File: src/rtl/lcd_scan_pkg.sv
package lcd_scan_pkg;

    typedef enum logic [2:0] {
        ST_START  = 3'd0,
        ST_FETCH  = 3'd1,
        ST_LOAD   = 3'd2,
        ST_DOT_LO = 3'd3,
        ST_DOT_HI = 3'd4,
        ST_LATCH  = 3'd5
    } scan_state_t;

endpackage

File: src/rtl/lcd_dot_shifter.sv
module lcd_dot_shifter #(
    parameter int BYTE_W  = 8,
    parameter int PITCH_W = $clog2(BYTE_W)
) (
    input  logic               clk,
    input  logic               rst_n,
    input  logic               load,
    input  logic               step,
    input  logic [PITCH_W-1:0] pitch_m1,
    input  logic [BYTE_W-1:0]  din,
    output logic               dot,
    output logic               last_dot
);

    logic [BYTE_W-1:0]  sh_q;
    logic [PITCH_W-1:0] cnt_q;

    always_ff @(posedge clk or negedge rst_n) begin
        if (!rst_n) begin
            sh_q  <= '0;
            cnt_q <= '0;
        end else if (load) begin
            sh_q  <= din;
            cnt_q <= '0;
        end else if (step) begin
            sh_q  <= sh_q >> 1;
            cnt_q <= cnt_q + PITCH_W'(1);
        end
    end

    assign dot      = sh_q[0];
    assign last_dot = (cnt_q == pitch_m1);

    AST_DOT_BOUND: assert property (@(posedge clk) disable iff (!rst_n)
        cnt_q <= pitch_m1);

endmodule

File: src/rtl/lcd_line_walker.sv
module lcd_line_walker #(
    parameter int ADDR_W  = 16,
    parameter int COUNT_W = 7
) (
    input  logic               clk,
    input  logic               rst_n,
    input  logic               frame_start,
    input  logic               byte_next,
    input  logic               line_next,
    input  logic [ADDR_W-1:0]  start_addr,
    input  logic [COUNT_W-1:0] bytes_m1,
    input  logic [COUNT_W-1:0] lines_m1,
    output logic [ADDR_W-1:0]  addr,
    output logic               last_byte,
    output logic               last_line,
    output logic               first_line
);

    localparam int PAD_W = ADDR_W - COUNT_W;

    logic [ADDR_W-1:0]  base_q;
    logic [ADDR_W-1:0]  addr_q;
    logic [COUNT_W-1:0] byte_q;
    logic [COUNT_W-1:0] line_q;
    logic [ADDR_W-1:0]  stride;
    logic [ADDR_W-1:0]  next_base;

    assign stride    = {{PAD_W{1'b0}}, bytes_m1} + ADDR_W'(1);
    assign next_base = base_q + stride;

    always_ff @(posedge clk or negedge rst_n) begin
        if (!rst_n) begin
            base_q <= '0;
            addr_q <= '0;
            byte_q <= '0;
            line_q <= '0;
        end else if (frame_start) begin
            base_q <= start_addr;
            addr_q <= start_addr;
            byte_q <= '0;
            line_q <= '0;
        end else if (line_next) begin
            base_q <= next_base;
            addr_q <= next_base;
            byte_q <= '0;
            line_q <= line_q + COUNT_W'(1);
        end else if (byte_next) begin
            addr_q <= addr_q + ADDR_W'(1);
            byte_q <= byte_q + COUNT_W'(1);
        end
    end

    assign addr       = addr_q;
    assign last_byte  = (byte_q == bytes_m1);
    assign last_line  = (line_q == lines_m1);
    assign first_line = (line_q == '0);

    AST_BYTE_BOUND: assert property (@(posedge clk) disable iff (!rst_n)
        byte_q <= bytes_m1);
    AST_LINE_BOUND: assert property (@(posedge clk) disable iff (!rst_n)
        line_q <= lines_m1);

endmodule

File: src/rtl/lcd_ac_drive.sv
module lcd_ac_drive (
    input  logic clk,
    input  logic rst_n,
    input  logic flip,
    output logic m
);

    logic m_q;

    always_ff @(posedge clk or negedge rst_n) begin
        if (!rst_n) m_q <= 1'b0;
        else if (flip) m_q <= ~m_q;
    end

    assign m = m_q;

endmodule

File: src/rtl/lcd_scan_timer.sv
module lcd_scan_timer #(
    parameter int ADDR_W  = 16,
    parameter int BYTE_W  = 8,
    parameter int COUNT_W = 7,
    parameter int PITCH_W = $clog2(BYTE_W)
) (
    input  logic               clk,
    input  logic               rst_n,
    input  logic               disp_en,
    input  logic [PITCH_W-1:0] cfg_pitch_m1,
    input  logic [COUNT_W-1:0] cfg_bytes_m1,
    input  logic [COUNT_W-1:0] cfg_lines_m1,
    input  logic [ADDR_W-1:0]  cfg_start,
    input  logic [BYTE_W-1:0]  vram_rdata,
    output logic [ADDR_W-1:0]  vram_addr,
    output logic               vram_rd,
    output logic               dot_d,
    output logic               shift_clk,
    output logic               line_latch,
    output logic               frame_mark,
    output logic               ac_drive
);

    import lcd_scan_pkg::*;

    scan_state_t state_q, state_d;

    logic [PITCH_W-1:0] pitch_q;
    logic [COUNT_W-1:0] bytes_q;
    logic [COUNT_W-1:0] lines_q;

    logic ld_byte, step_dot, frame_start, byte_next, line_next, m_flip;
    logic dot_raw, last_dot, last_byte, last_line, first_line;

    // state register
    always_ff @(posedge clk or negedge rst_n) begin
        if (!rst_n) state_q <= ST_START;
        else        state_q <= state_d;
    end

    // configuration is sampled once per frame
    always_ff @(posedge clk or negedge rst_n) begin
        if (!rst_n) begin
            pitch_q <= PITCH_W'(BYTE_W - 1);
            bytes_q <= COUNT_W'(1);
            lines_q <= '0;
        end else if (state_q == ST_START) begin
            pitch_q <= cfg_pitch_m1;
            bytes_q <= cfg_bytes_m1;
            lines_q <= cfg_lines_m1;
        end
    end

    // next state
    always_comb begin
        state_d = state_q;
        unique case (state_q)
            ST_START:  state_d = ST_FETCH;
            ST_FETCH:  state_d = ST_LOAD;
            ST_LOAD:   state_d = ST_DOT_LO;
            ST_DOT_LO: state_d = ST_DOT_HI;
            ST_DOT_HI: begin
                if (!last_dot)       state_d = ST_DOT_LO;
                else if (!last_byte) state_d = ST_FETCH;
                else                 state_d = ST_LATCH;
            end
            ST_LATCH:  state_d = last_line ? ST_START : ST_FETCH;
            default:   state_d = ST_START;
        endcase
    end

    // outputs and strobes
    always_comb begin
        vram_rd     = 1'b0;
        shift_clk   = 1'b0;
        line_latch  = 1'b0;
        dot_d       = 1'b0;
        ld_byte     = 1'b0;
        step_dot    = 1'b0;
        frame_start = 1'b0;
        byte_next   = 1'b0;
        line_next   = 1'b0;
        m_flip      = 1'b0;
        unique case (state_q)
            ST_START: begin
                frame_start = 1'b1;
                ld_byte     = 1'b1;
            end
            ST_FETCH:  vram_rd = 1'b1;
            ST_LOAD:   ld_byte = 1'b1;
            ST_DOT_LO: dot_d   = disp_en & dot_raw;
            ST_DOT_HI: begin
                shift_clk = 1'b1;
                dot_d     = disp_en & dot_raw;
                step_dot  = !last_dot;
                byte_next = last_dot && !last_byte;
            end
            ST_LATCH: begin
                line_latch = 1'b1;
                line_next  = !last_line;
                m_flip     = last_line;
            end
            default: ;
        endcase
    end

    lcd_dot_shifter #(.BYTE_W(BYTE_W), .PITCH_W(PITCH_W)) u_shift (
        .clk      (clk),
        .rst_n    (rst_n),
        .load     (ld_byte),
        .step     (step_dot),
        .pitch_m1 (pitch_q),
        .din      (vram_rdata),
        .dot      (dot_raw),
        .last_dot (last_dot)
    );

    lcd_line_walker #(.ADDR_W(ADDR_W), .COUNT_W(COUNT_W)) u_walk (
        .clk         (clk),
        .rst_n       (rst_n),
        .frame_start (frame_start),
        .byte_next   (byte_next),
        .line_next   (line_next),
        .start_addr  (cfg_start),
        .bytes_m1    (bytes_q),
        .lines_m1    (lines_q),
        .addr        (vram_addr),
        .last_byte   (last_byte),
        .last_line   (last_line),
        .first_line  (first_line)
    );

    lcd_ac_drive u_ac (
        .clk   (clk),
        .rst_n (rst_n),
        .flip  (m_flip),
        .m     (ac_drive)
    );

    assign frame_mark = first_line;

    AST_CL2_PULSE: assert property (@(posedge clk) disable iff (!rst_n)
        shift_clk |=> !shift_clk);
    AST_CL2_HOLD: assert property (@(posedge clk) disable iff (!rst_n)
        ($rose(shift_clk) && $stable(disp_en)) |-> $stable(dot_d));
    AST_LATCH_PULSE: assert property (@(posedge clk) disable iff (!rst_n)
        line_latch |=> !line_latch && !shift_clk);
    AST_M_FRAME: assert property (@(posedge clk) disable iff (!rst_n)
        (ac_drive != $past(ac_drive)) |-> $past(line_latch));
    AST_FETCH_HOLD: assert property (@(posedge clk) disable iff (!rst_n)
        vram_rd |=> $stable(vram_addr) && !vram_rd);

endmodule

File: config.mk
export PLATFORM = sky130hd
export DESIGN_NAME = lcd_scan_timer
export DESIGN_NICKNAME = d
export VERILOG_FILES = /design/src/rtl/lcd_scan_pkg.sv /design/src/rtl/lcd_dot_shifter.sv /design/src/rtl/lcd_line_walker.sv /design/src/rtl/lcd_ac_drive.sv /design/src/rtl/lcd_scan_timer.sv
export SDC_FILE = /design/constraint.sdc
export NUM_CORES = 1
export LEC_CHECK = 0
export ABC_CLOCK_PERIOD_IN_PS = 2500
export BUFFER_PORTS_ARGS = -buffer_cell sky130_fd_sc_hd__clkbuf_2
export CORE_MARGIN = 4
export CORE_UTILIZATION = 52
export CTS_CLUSTER_SIZE = 8
export DETAILED_ROUTE_END_ITERATION = 10
export PLACE_DENSITY = 0.76
export SETUP_SLACK_MARGIN = 0.02
export SLEW_MARGIN = 20
export SYNTH_ARGS = -nofsm -noshare
export SYNTH_HDL_FRONTEND = slang
export SYNTH_SLANG_ARGS = --single-unit
File: constraint.sdc
create_clock -name clk -period 2.5 [get_ports clk]
set_input_delay 0.5 -clock clk [delete_from_list [all_inputs] [get_ports clk]]
set_output_delay 0.5 -clock clk [all_outputs]
set_load 0.02 [all_outputs]
After elaboration in Yosys (flattened, before gate mapping)
Cells that the tools add are included.

Logic and storage cells: 66. Bits in registers: 78. Bits of input ports: 44. Output and inout bits: 22.

Equality and inequality tests: 8. Add/subtract/negate cells: 6. Reduce and logical (&&, ||, !) cells: 11. Bitwise operators: 2. Multiplexer cells: 28.

Operators with widths (number): 2-to-1 mux 16 bit (5); 2-to-1 mux 7 bit (5); one-hot mux 3 bit (6 select lines) (1); adder 16 x 1 -> 16 bit, second input constant (1); adder 16 bit (1); 2-to-1 mux 8 bit (2); adder 7 x 1 -> 7 bit, second input constant (2); equality test 7 bit (2); 2-to-1 mux 3 bit (4); 2-to-1 mux 1 bit (11); adder 7 x 1 -> 8 bit, second input constant (1); zero test 7 bit (1); equality test 3 x 2 -> 1 bit, second input constant (2); equality test 3 bit, second input constant (2); nonzero test 2 bit (2); OR reduction 2 bit (2); adder 3 x 1 -> 3 bit, second input constant (1); equality test 3 x 1 -> 1 bit, second input constant (1); equality test 3 bit (1); zero test 1 bit (3); zero test 3 bit (1); nonzero test 3 bit (1); bitwise AND 1 bit (1); logical AND 1 bit (1); NOT 1 bit (1).

Logic depth before layout (Yosys ltp)
Gate-level depths: netlist of run 1.

Depth after elaboration: 7. Depth in mapped cells: 12. Depth with buffers taken out: 11.

Hierarchy
From an unflattened synthesis of run 1, not the netlist that was laid out.

Cell total of the unflattened synthesis: 458. Area total of the unflattened synthesis: 4530.6 um^2.

By module, submodules not included: lcd_line_walker (instances 1, sequential area each 1151.1 um^2, area an instance 3036.7 um^2, cells each 345); lcd_scan_timer (instances 1, sequential area each 505.5 um^2, area an instance 924.6 um^2, cells each 61); lcd_dot_shifter (instances 1, sequential area each 275.3 um^2, area an instance 535.5 um^2, cells each 50); lcd_ac_drive (instances 1, sequential area each 25.0 um^2, area an instance 33.8 um^2, cells each 2).

Worst setup path after synthesis of run 1
Ideal clock, no wire load.

Kind: flip-flop to flip-flop. Start point: register bytes_q[0]. End point: register u_walk.addr_q[8], in the netlist u_walk.addr[8]. Buffers on the path: 1. Setup time: 127 ps. Slack: -127 ps. Cell stages (with the launch flop): 12. Period minus slack after synthesis: 2627 ps. Data arrival time: 2500 ps. Required time: 2373 ps. Cells stage by stage: dfstp_2 -> ha_1 -> nand3_1 -> xnor2_1 -> ha_1 -> clkbuf_1 -> o21ai_0 -> and3_1 -> a2111oi_0 -> o21ai_0 -> a21oi_1 -> a21oi_1.

Cells in the longest elaborated chain, start to end: 5. Elaborated cells between the ends (all ways): 9. Classes of those cells: 2 x add/sub; 1 x eq/ne; 3 x mux; 3 x reduce/logical.

RTL lines: start: declaration (line lcd_scan_timer.sv:29) `logic [COUNT_W-1:0] bytes_q;`; start signal: assignment (line lcd_scan_timer.sv:49) `bytes_q <= cfg_bytes_m1;`; parallel branches: the longest is 5 deep, another holds adder 16 bit; end signal: assignment (line lcd_line_walker.sv:39) `addr_q <= start_addr;`; end signal: assignment (line lcd_line_walker.sv:44) `addr_q <= next_base;`; end signal: assignment (line lcd_line_walker.sv:48) `addr_q <= addr_q + ADDR_W'(1);`; end: declaration (line lcd_line_walker.sv:22) `logic [ADDR_W-1:0] addr_q;`.

Parallel ways; which one is timed is not known. A chain may end at the register's enable or synchronous reset.

Worst setup path in the final report of run 1
Start point: register bytes_q[0]. End point: register u_walk.addr_q[14], in the netlist u_walk.addr[14].

Same word-level chain as after synthesis.

==> results.ini, run 1 <==
[synthesis]
synth_area_leader_cell = dfrtp_1
synth.distinct_cells = 61
ys_seq_elements = 78
yosysTopAreaCellShare_pct = 40.0
netlist_area_um2 = 4630
syn_inst = 520
seq_area_frac_synth_pct = 42.2
synth.area.top_cells = dfrtp_1 40%, nand2_1 7.8%, xnor2_1 5.9%, xor2_1 4.7%, nor2_1 4.6%
synth_edf_count = 0
syn_area_per_cell_um2 = 8.91
synthArstFlopShare_pct = 100
synthFlopType = dfrtp_1
yosys_warnings = 0
syn-num-nets = 580

[cells_and_area]
final_util_pct = 66.6
register_area_um2 = 1960
multiInputGateArea_um2 = 2830
nets = 670
drive_above_1_share_pct = 29.3
layout_commonest_cell = nand2_1
nFillCells = 680
antenna_cells = 0
mostFrequentLayoutCells = 96 x nand2_1, 72 x dfrtp_1, 63 x clkbuf_2
area_growth_pct = 24.7

[floorplanning]
die_area_um2 = 10500
design.core.area_um2 = 8680
io_pins = 66
rows = 34
dieHeight_um = 102
die_x_um = 102
initial_core_util_pct = 53.4

[critical_path]
crit_path_max_incr_delay_ns = 0.59
arrival_ns = 2.97
cp.required_ns = 2.76
path_cells = ha_4 -> xor2_1 -> ha_2 -> a211oi_4 -> o211ai_1 -> buf_4 -> nand3_4 -> xnor2_2 -> a22o_1 -> a311oi_2 -> nor3_1
crit_type = reg -> reg
worst_setup_path_end_kind = flip-flop
r2r_cells = 11
timing.rr.start = bytes_q[0]$_DFFE_PN1P_
cp-start-kind = flip-flop
rr_endpoint = u_walk.addr[14]$_DFFE_PN0P_
rrSetupSlack_ns = -0.21
crit_end = u_walk.addr[14]$_DFFE_PN0P_
startpoint = bytes_q[0]$_DFFE_PN1P_
critPathMaxFanout = 3
cp_slowest_cell = dfstp_2

[placement]
pre_cts_ws_ns = -0.170
hpwl_um = 8530
port_buffers = 65
gp_congestion = 0.894

[clocking]
clk_latency_ns = 0.38
hold_buffers = 0
cts_buffer_depth = 2
cts_tree = built
numCtsBuffers = 9
cts_max_level = 3
clock-sinks = 78
clkSlewWorstSetupHoldPaths_ns = 0.10
clockRootBuffer = clkbuf_8

[sta]
drv_slew = 0
relSlewSlack_pct = 57.2
finalSetupViolations = 21
timing.fmax_mhz = 369
rsz0062_at_grt = yes
fin_worst_skew_ns = 0.0170
period_needed_ns = 2.71
min_period_over_period_pct = 108
max_slew.worst_pin.slew_ns = 0.639
tns_ns = -2.05
hold_viol_final = 0
fin_ws_ns = -0.209

[global_routing]
grt_pass1_wl_um = 19500
grt_max_degree = 37
grt_use_met1_pct = 31.7
grt_pass1_vias = 4075
gr-total-overflow = 0
antenna_found_initial = 0
grt.total_usage_pct = 23.8
grt_util_met2_pct = 38.8
grt_use_met3_pct = 4.44
busiest_layer = met2

[hold_path]
hp-class = in -> async

[routing]
postRouteAntennaNets = 0
drc = 0
firstDrtPassIters = 5
wl_per_cell_um = 17.9
vias = 4321
vias_per_cell = 5.98
first_iter_violations = 393
routed_wl_um = 12900

[flow_run]
max_cap_violations = 0

[outcome]
run_status = complete, but fails checks
violations = setup timing

[power_and_ir_drop]
powerDensity_nw_per_um2 = 1500
vdd_drop_max_mv = 0.662
p_leak_nw = 2.67
total_power_mw = 8.64

## power by group
group | internal (mW) | total, mW | leakage, nW | switching (mW)
registers | 1.80 | 2.40 | 0.970 | 0.605
clock network | 0.474 | 0.997 | 0.0980 | 0.523
logic | 2.29 | 5.24 | 1.61 | 2.95
total | 4.57 | 8.64 | 2.67 | 4.08
## sequential cells by signal, summed over array words and instances (netlist names)
name	flops
bytes_q	7
u_shift.sh_q	8
state_q	3
u_walk.line_q	7
u_walk.byte_q	7
u_ac.m	1
u_walk.addr	16
u_walk.base_q	16
u_shift.cnt_q	3
lines_q	7
pitch_q	3
## cells by family after synthesis
logic type	Yosys count	synth area share, %
simple gates	219	22.0
compound gates	111	15.2
flops	78	42.2
xor+xnor	56	10.6
buf+inv	29	3.10
fa+ha+maj	16	4.48
mux	11	2.40
## metal layers
layer / vias to the layer above / wire length (µm)
met4: 0 / 431
li1: 1981 / -
met3: 48 / 918
met2: 212 / 6360
met1: 2080 / 5210
met5: - / 0
## stage by stage
| stage | area [µm²] | hold slack, ns | instances |
|---|---|---|---|
| 3_5_place_dp | 5220 | 0.465 | 699 |
| 5_1_grt | 5780 | 0.102 | 723 |
| 2_1_floorplan | 4660 | 0.204 | 520 |
| 6_report | 5780 | 0.0735 | 723 |
| 4_1_cts | 5500 | 0.101 | 717 |
| 3_3_place_gp | 5220 | 0.456 | 699 |
## cell type report
type	instances	share of cell area, %
repair buffers	101	10.8
multi-input cells	413	48.9
clock buffers	9	2.14
well taps	108	2.34
inverters	7	0.455
clock inverters	7	1.43
flip-flops and latches	78	33.9
## synth_stat cells (3+ instances only)
| cell type | instances |
|---|---|
| nand2_1 | 96 |
| o21ai_0 | 30 |
| a31o_2 | 3 |
| nor3_2 | 3 |
| nor2_1 | 57 |
| a21oi_1 | 31 |
| a32oi_1 | 3 |
| xnor2_1 | 31 |
| clkbuf_1 | 12 |
| dfrtp_1 | 74 |
| nor3_1 | 3 |
| ha_1 | 15 |
| nand3_1 | 19 |
| a21o_1 | 6 |
| o31ai_1 | 3 |
| buf_2 | 4 |
| mux2i_1 | 10 |
| o21a_1 | 4 |
| or3_1 | 4 |
| o211ai_1 | 4 |
| buf_6 | 3 |
| dfstp_2 | 4 |
| o21ai_1 | 5 |
| nand4_1 | 7 |
| a31oi_1 | 7 |
| and3_1 | 11 |
| inv_1 | 7 |
| xor2_1 | 25 |
## what timing repair did
action / CTS / global route
pin swaps: 3 / 34
setup buffers: 2 / 6
endpoints found under the setup margin: 17 / 23
gates resized for setup: 14 / 48
## how the worst min path moves through the flow
stage,depth (start not counted),to,from,slack (ns)
2_1_floorplan,0,bytes_q[1]$_DFFE_PN0P_,rst_n,0.20
4_1_cts,1,u_shift.sh_q[2]$_DFFE_PN0P_,rst_n,0.10
6_report,1,u_shift.sh_q[2]$_DFFE_PN0P_,rst_n,0.07
5_1_grt,1,u_shift.sh_q[2]$_DFFE_PN0P_,rst_n,0.10
3_5_place_dp,2,pitch_q[2]$_DFFE_PN1P_,pitch_q[2]$_DFFE_PN1P_,0.46
3_3_place_gp,2,pitch_q[2]$_DFFE_PN1P_,pitch_q[2]$_DFFE_PN1P_,0.46
## worst max-delay path: cells and delay by family, from the launching register on
family,cells,cell delay (ns)
simple gates,2,0.15
flops,1,0.59
buf+inv,1,0.17
compound gates,4,0.85
xor+xnor,2,0.30
fa+ha+maj,2,0.53
Power figures use the tool's default switching activity.
==> run 2: changes to the inputs <==
Settings changed: ABC_CLOCK_PERIOD_IN_PS 2500 to 3400, CORE_UTILIZATION 52 to 60, PLACE_DENSITY 0.76 to 0.83.
Clock period 2.5 ns to 3.4 ns, I/O delays scaled along.
==> run 2 against run 1 <==
  * Non-clock buffer count fell by 34
  * Cell area fell by 9.9%
  * The flow now finishes without violations
  * Utilization rose by 4.1 points
  * Largest power group unchanged
  * Critical path type unchanged
  * Clock skew fell by 0.0070 ns
  * Count of clock-buffer cells in the layout rose by 4
  * Setup slack improved by 0.70 ns
  * Fmax fell by 6.8%
  * Sequential power fell by 26%
==> results.ini, run 2 (synthesis gave the netlist of run 1 again) <==
[global_routing]
antenna_found_initial = 0  ; unchanged
grt_pass1_wl_um = 19200  ; -1.6%
grt_pass1_vias = 4010  ; -1.6%
grt_max_degree = 79  ; +110%
grt.total_usage_pct = 26.8  ; +3.0 points
gr-total-overflow = 0  ; unchanged

[power_and_ir_drop]
switchingPower_mw = 2.57  ; -37%
powerDensity_nw_per_um2 = 1040  ; -30%
p_clk_share_pct = 14.6  ; +3.1 points
power_frac_comb_pct = 52.9  ; -7.8 points
intPower_mw = 2.86  ; -37%
vdd_drop_max_mv = 0.540  ; -18%
p_seq_share_pct = 32.5  ; +4.7 points
switching_share_pct = 47.3  ; +0.12 points
p_leak_nw = 2.44  ; -8.8%

[routing]
first_iter_violations = 352  ; -10%
postRouteAntennaNets = 0  ; unchanged
routed_wl_um = 11500  ; -11%
vias_per_cell = 6.00  ; +0.44%
vias = 4082  ; -5.5%
firstDrtPassIters = 5  ; unchanged
wl_per_cell_um = 16.9  ; -5.3%
drc = 0  ; unchanged

[cells_and_area]
nets = 636  ; -5.1%
mostFrequentLayoutCells = 96 x nand2_1, 74 x dfrtp_1, 64 x clkbuf_2
drive_above_1_share_pct = 18.2  ; -11 points
layout_commonest_cell = nand2_1
final_cells = 680  ; -5.9%
antenna_cells = 0  ; unchanged
nFillCells = 580  ; -15%
area_growth_pct = 12.4

[critical_path]
crit_type = reg -> reg
rr_endpoint = u_walk.addr[14]$_DFFE_PN0P_
cp-start-kind = flip-flop
rrSetupSlack_ns = 0.49  ; +0.70 ns
arrival_ns = 3.15  ; +0.18 ns
timing.rr.start = bytes_q[0]$_DFFE_PN1P_
critPathMaxFanout = 7  ; +4
cp.required_ns = 3.64  ; +0.88 ns
r2r_cells = 11  ; unchanged
worst_setup_path_end_kind = flip-flop

[sta]
timing.fmax_mhz = 344  ; -6.8%
finalSetupViolations = 0  ; -100%
tns_ns = 0  ; +2.05 ns
drv_slew = 0  ; unchanged
relSlewSlack_pct = 29.6  ; -28 points
fin_worst_skew_ns = 0.00994  ; -0.00703 ns
period_needed_ns = 2.91  ; +0.197 ns
min_period_over_period_pct = 85.5  ; -23 points
max_slew.worst_pin.slew_ns = 1.06  ; +0.416 ns
hold_viol_final = 0  ; unchanged
rsz0062_at_grt = no

[floorplanning]
io_pins = 66  ; unchanged
initial_core_util_pct = 62.9  ; +9.5 points
dieHeight_um = 95.9  ; -6.4%
rows = 31  ; -8.8%
die_x_um = 95.9  ; -6.4%
die_area_um2 = 9190  ; -12%
design.core.area_um2 = 7370  ; -15%

[clocking]
cts_max_level = 3  ; unchanged
clkSlewWorstSetupHoldPaths_ns = 0.09  ; about the same
postCtsSetupBuffers = 0  ; -2
cts_resized = 0  ; -14
cts_tree = built
cts_buffer_depth = 2  ; unchanged
hold_buffers = 0  ; unchanged
clk_latency_ns = 0.35  ; -0.03 ns
clockRootBuffer = clkbuf_8
clock-sinks = 78  ; unchanged
numCtsBuffers = 9  ; unchanged

[hold_path]
worst_hold_startpoint = pitch_q[2]$_DFFE_PN1P_
hold-path-cell-count = 2
holdPathEnd = pitch_q[2]$_DFFE_PN1P_
hp-class = reg -> reg

[placement]
place_inst = 664  ; -5.0%
hpwl_um = 7930  ; -7.1%
gp_congestion = 0.889  ; -0.54%
port_buffers = 65  ; unchanged

[outcome]
run_status = finished, final reports clean

[flow_run]
max_cap_violations = 0  ; unchanged

## run 2: cell type report
cell class,instances,area (µm²),share of cell area (%)
well taps,99,124,2.38
clock inverters,3,67.6,1.30
flip-flops and latches,78,1960,37.6
clock buffers,13,149,2.86
repair buffers,67,343,6.58
multi-input cells,413,2540,48.8
inverters,7,26.3,0.504
## run 2: how the worst max path moves through the flow
stage | startpoint | end | slack (ns) | depth (start not counted)
final | bytes_q[0]$_DFFE_PN1P_ | u_walk.addr[14]$_DFFE_PN0P_ | 0.49 | 11
after global routing | bytes_q[0]$_DFFE_PN1P_ | u_walk.addr[8]$_DFFE_PN0P_ | 0.16 | 11
after CTS | bytes_q[0]$_DFFE_PN1P_ | u_walk.addr[11]$_DFFE_PN0P_ | 0.52 | 11
after detailed placement | bytes_q[0]$_DFFE_PN1P_ | u_walk.addr[11]$_DFFE_PN0P_ | 0.57 | 11
after global placement | bytes_q[0]$_DFFE_PN1P_ | u_walk.addr[8]$_DFFE_PN0P_ | 0.65 | 11
after floorplan | bytes_q[0]$_DFFE_PN1P_ | u_walk.addr[8]$_DFFE_PN0P_ | 0.77 | 11
## run 2: worst max-delay path, stage by stage (launching register included)
cell and delay, ns:
dfstp_2 0.59, ha_1 0.21, nand3_1 0.11, xnor2_1 0.15, ha_1 0.43, o21ai_0 0.19
a21oi_1 0.29, nand3_1 0.14, xnor2_1 0.15, a22o_1 0.22, a311oi_1 0.23, nor3_1 0.08
## run 2: metrics by stage
step	setup slack [ns]	power (mW)	hold WS, ns	instance area, µm²	util, %
after floorplan	0.773	3.87	0.384	4630	-
after global placement	0.650	4.42	0.457	4990	67.7
after detailed placement	0.573	4.55	0.459	4990	67.7
after CTS	0.520	5.37	0.473	5210	70.6
after global routing	0.156	5.84	0.483	5210	70.7
final	0.495	5.43	0.470	5210	70.7
## run 2: power by group through the flow
stage               registers, mW  logic, mW  clock network [mW]
finish                       1.77       2.87               0.793
global route                 1.82       3.19               0.832
CTS                          1.75       2.83               0.789
detailed placement           1.77       2.79                   0
global placement             1.74       2.68                   0
floorplan                    1.74       2.12                   0
## run 2: per-layer routing
layer  vias up  track usage [%]  part of all wire, %  routed length [µm]
met2       201             41.9                   46                5310
li1       1906                -                    -                   -
met3        26             5.47                  8.4                 963
met1      1949             37.3                   43                4990
met5         -                0                    0                   0
met4         0             9.48                  2.1                 241
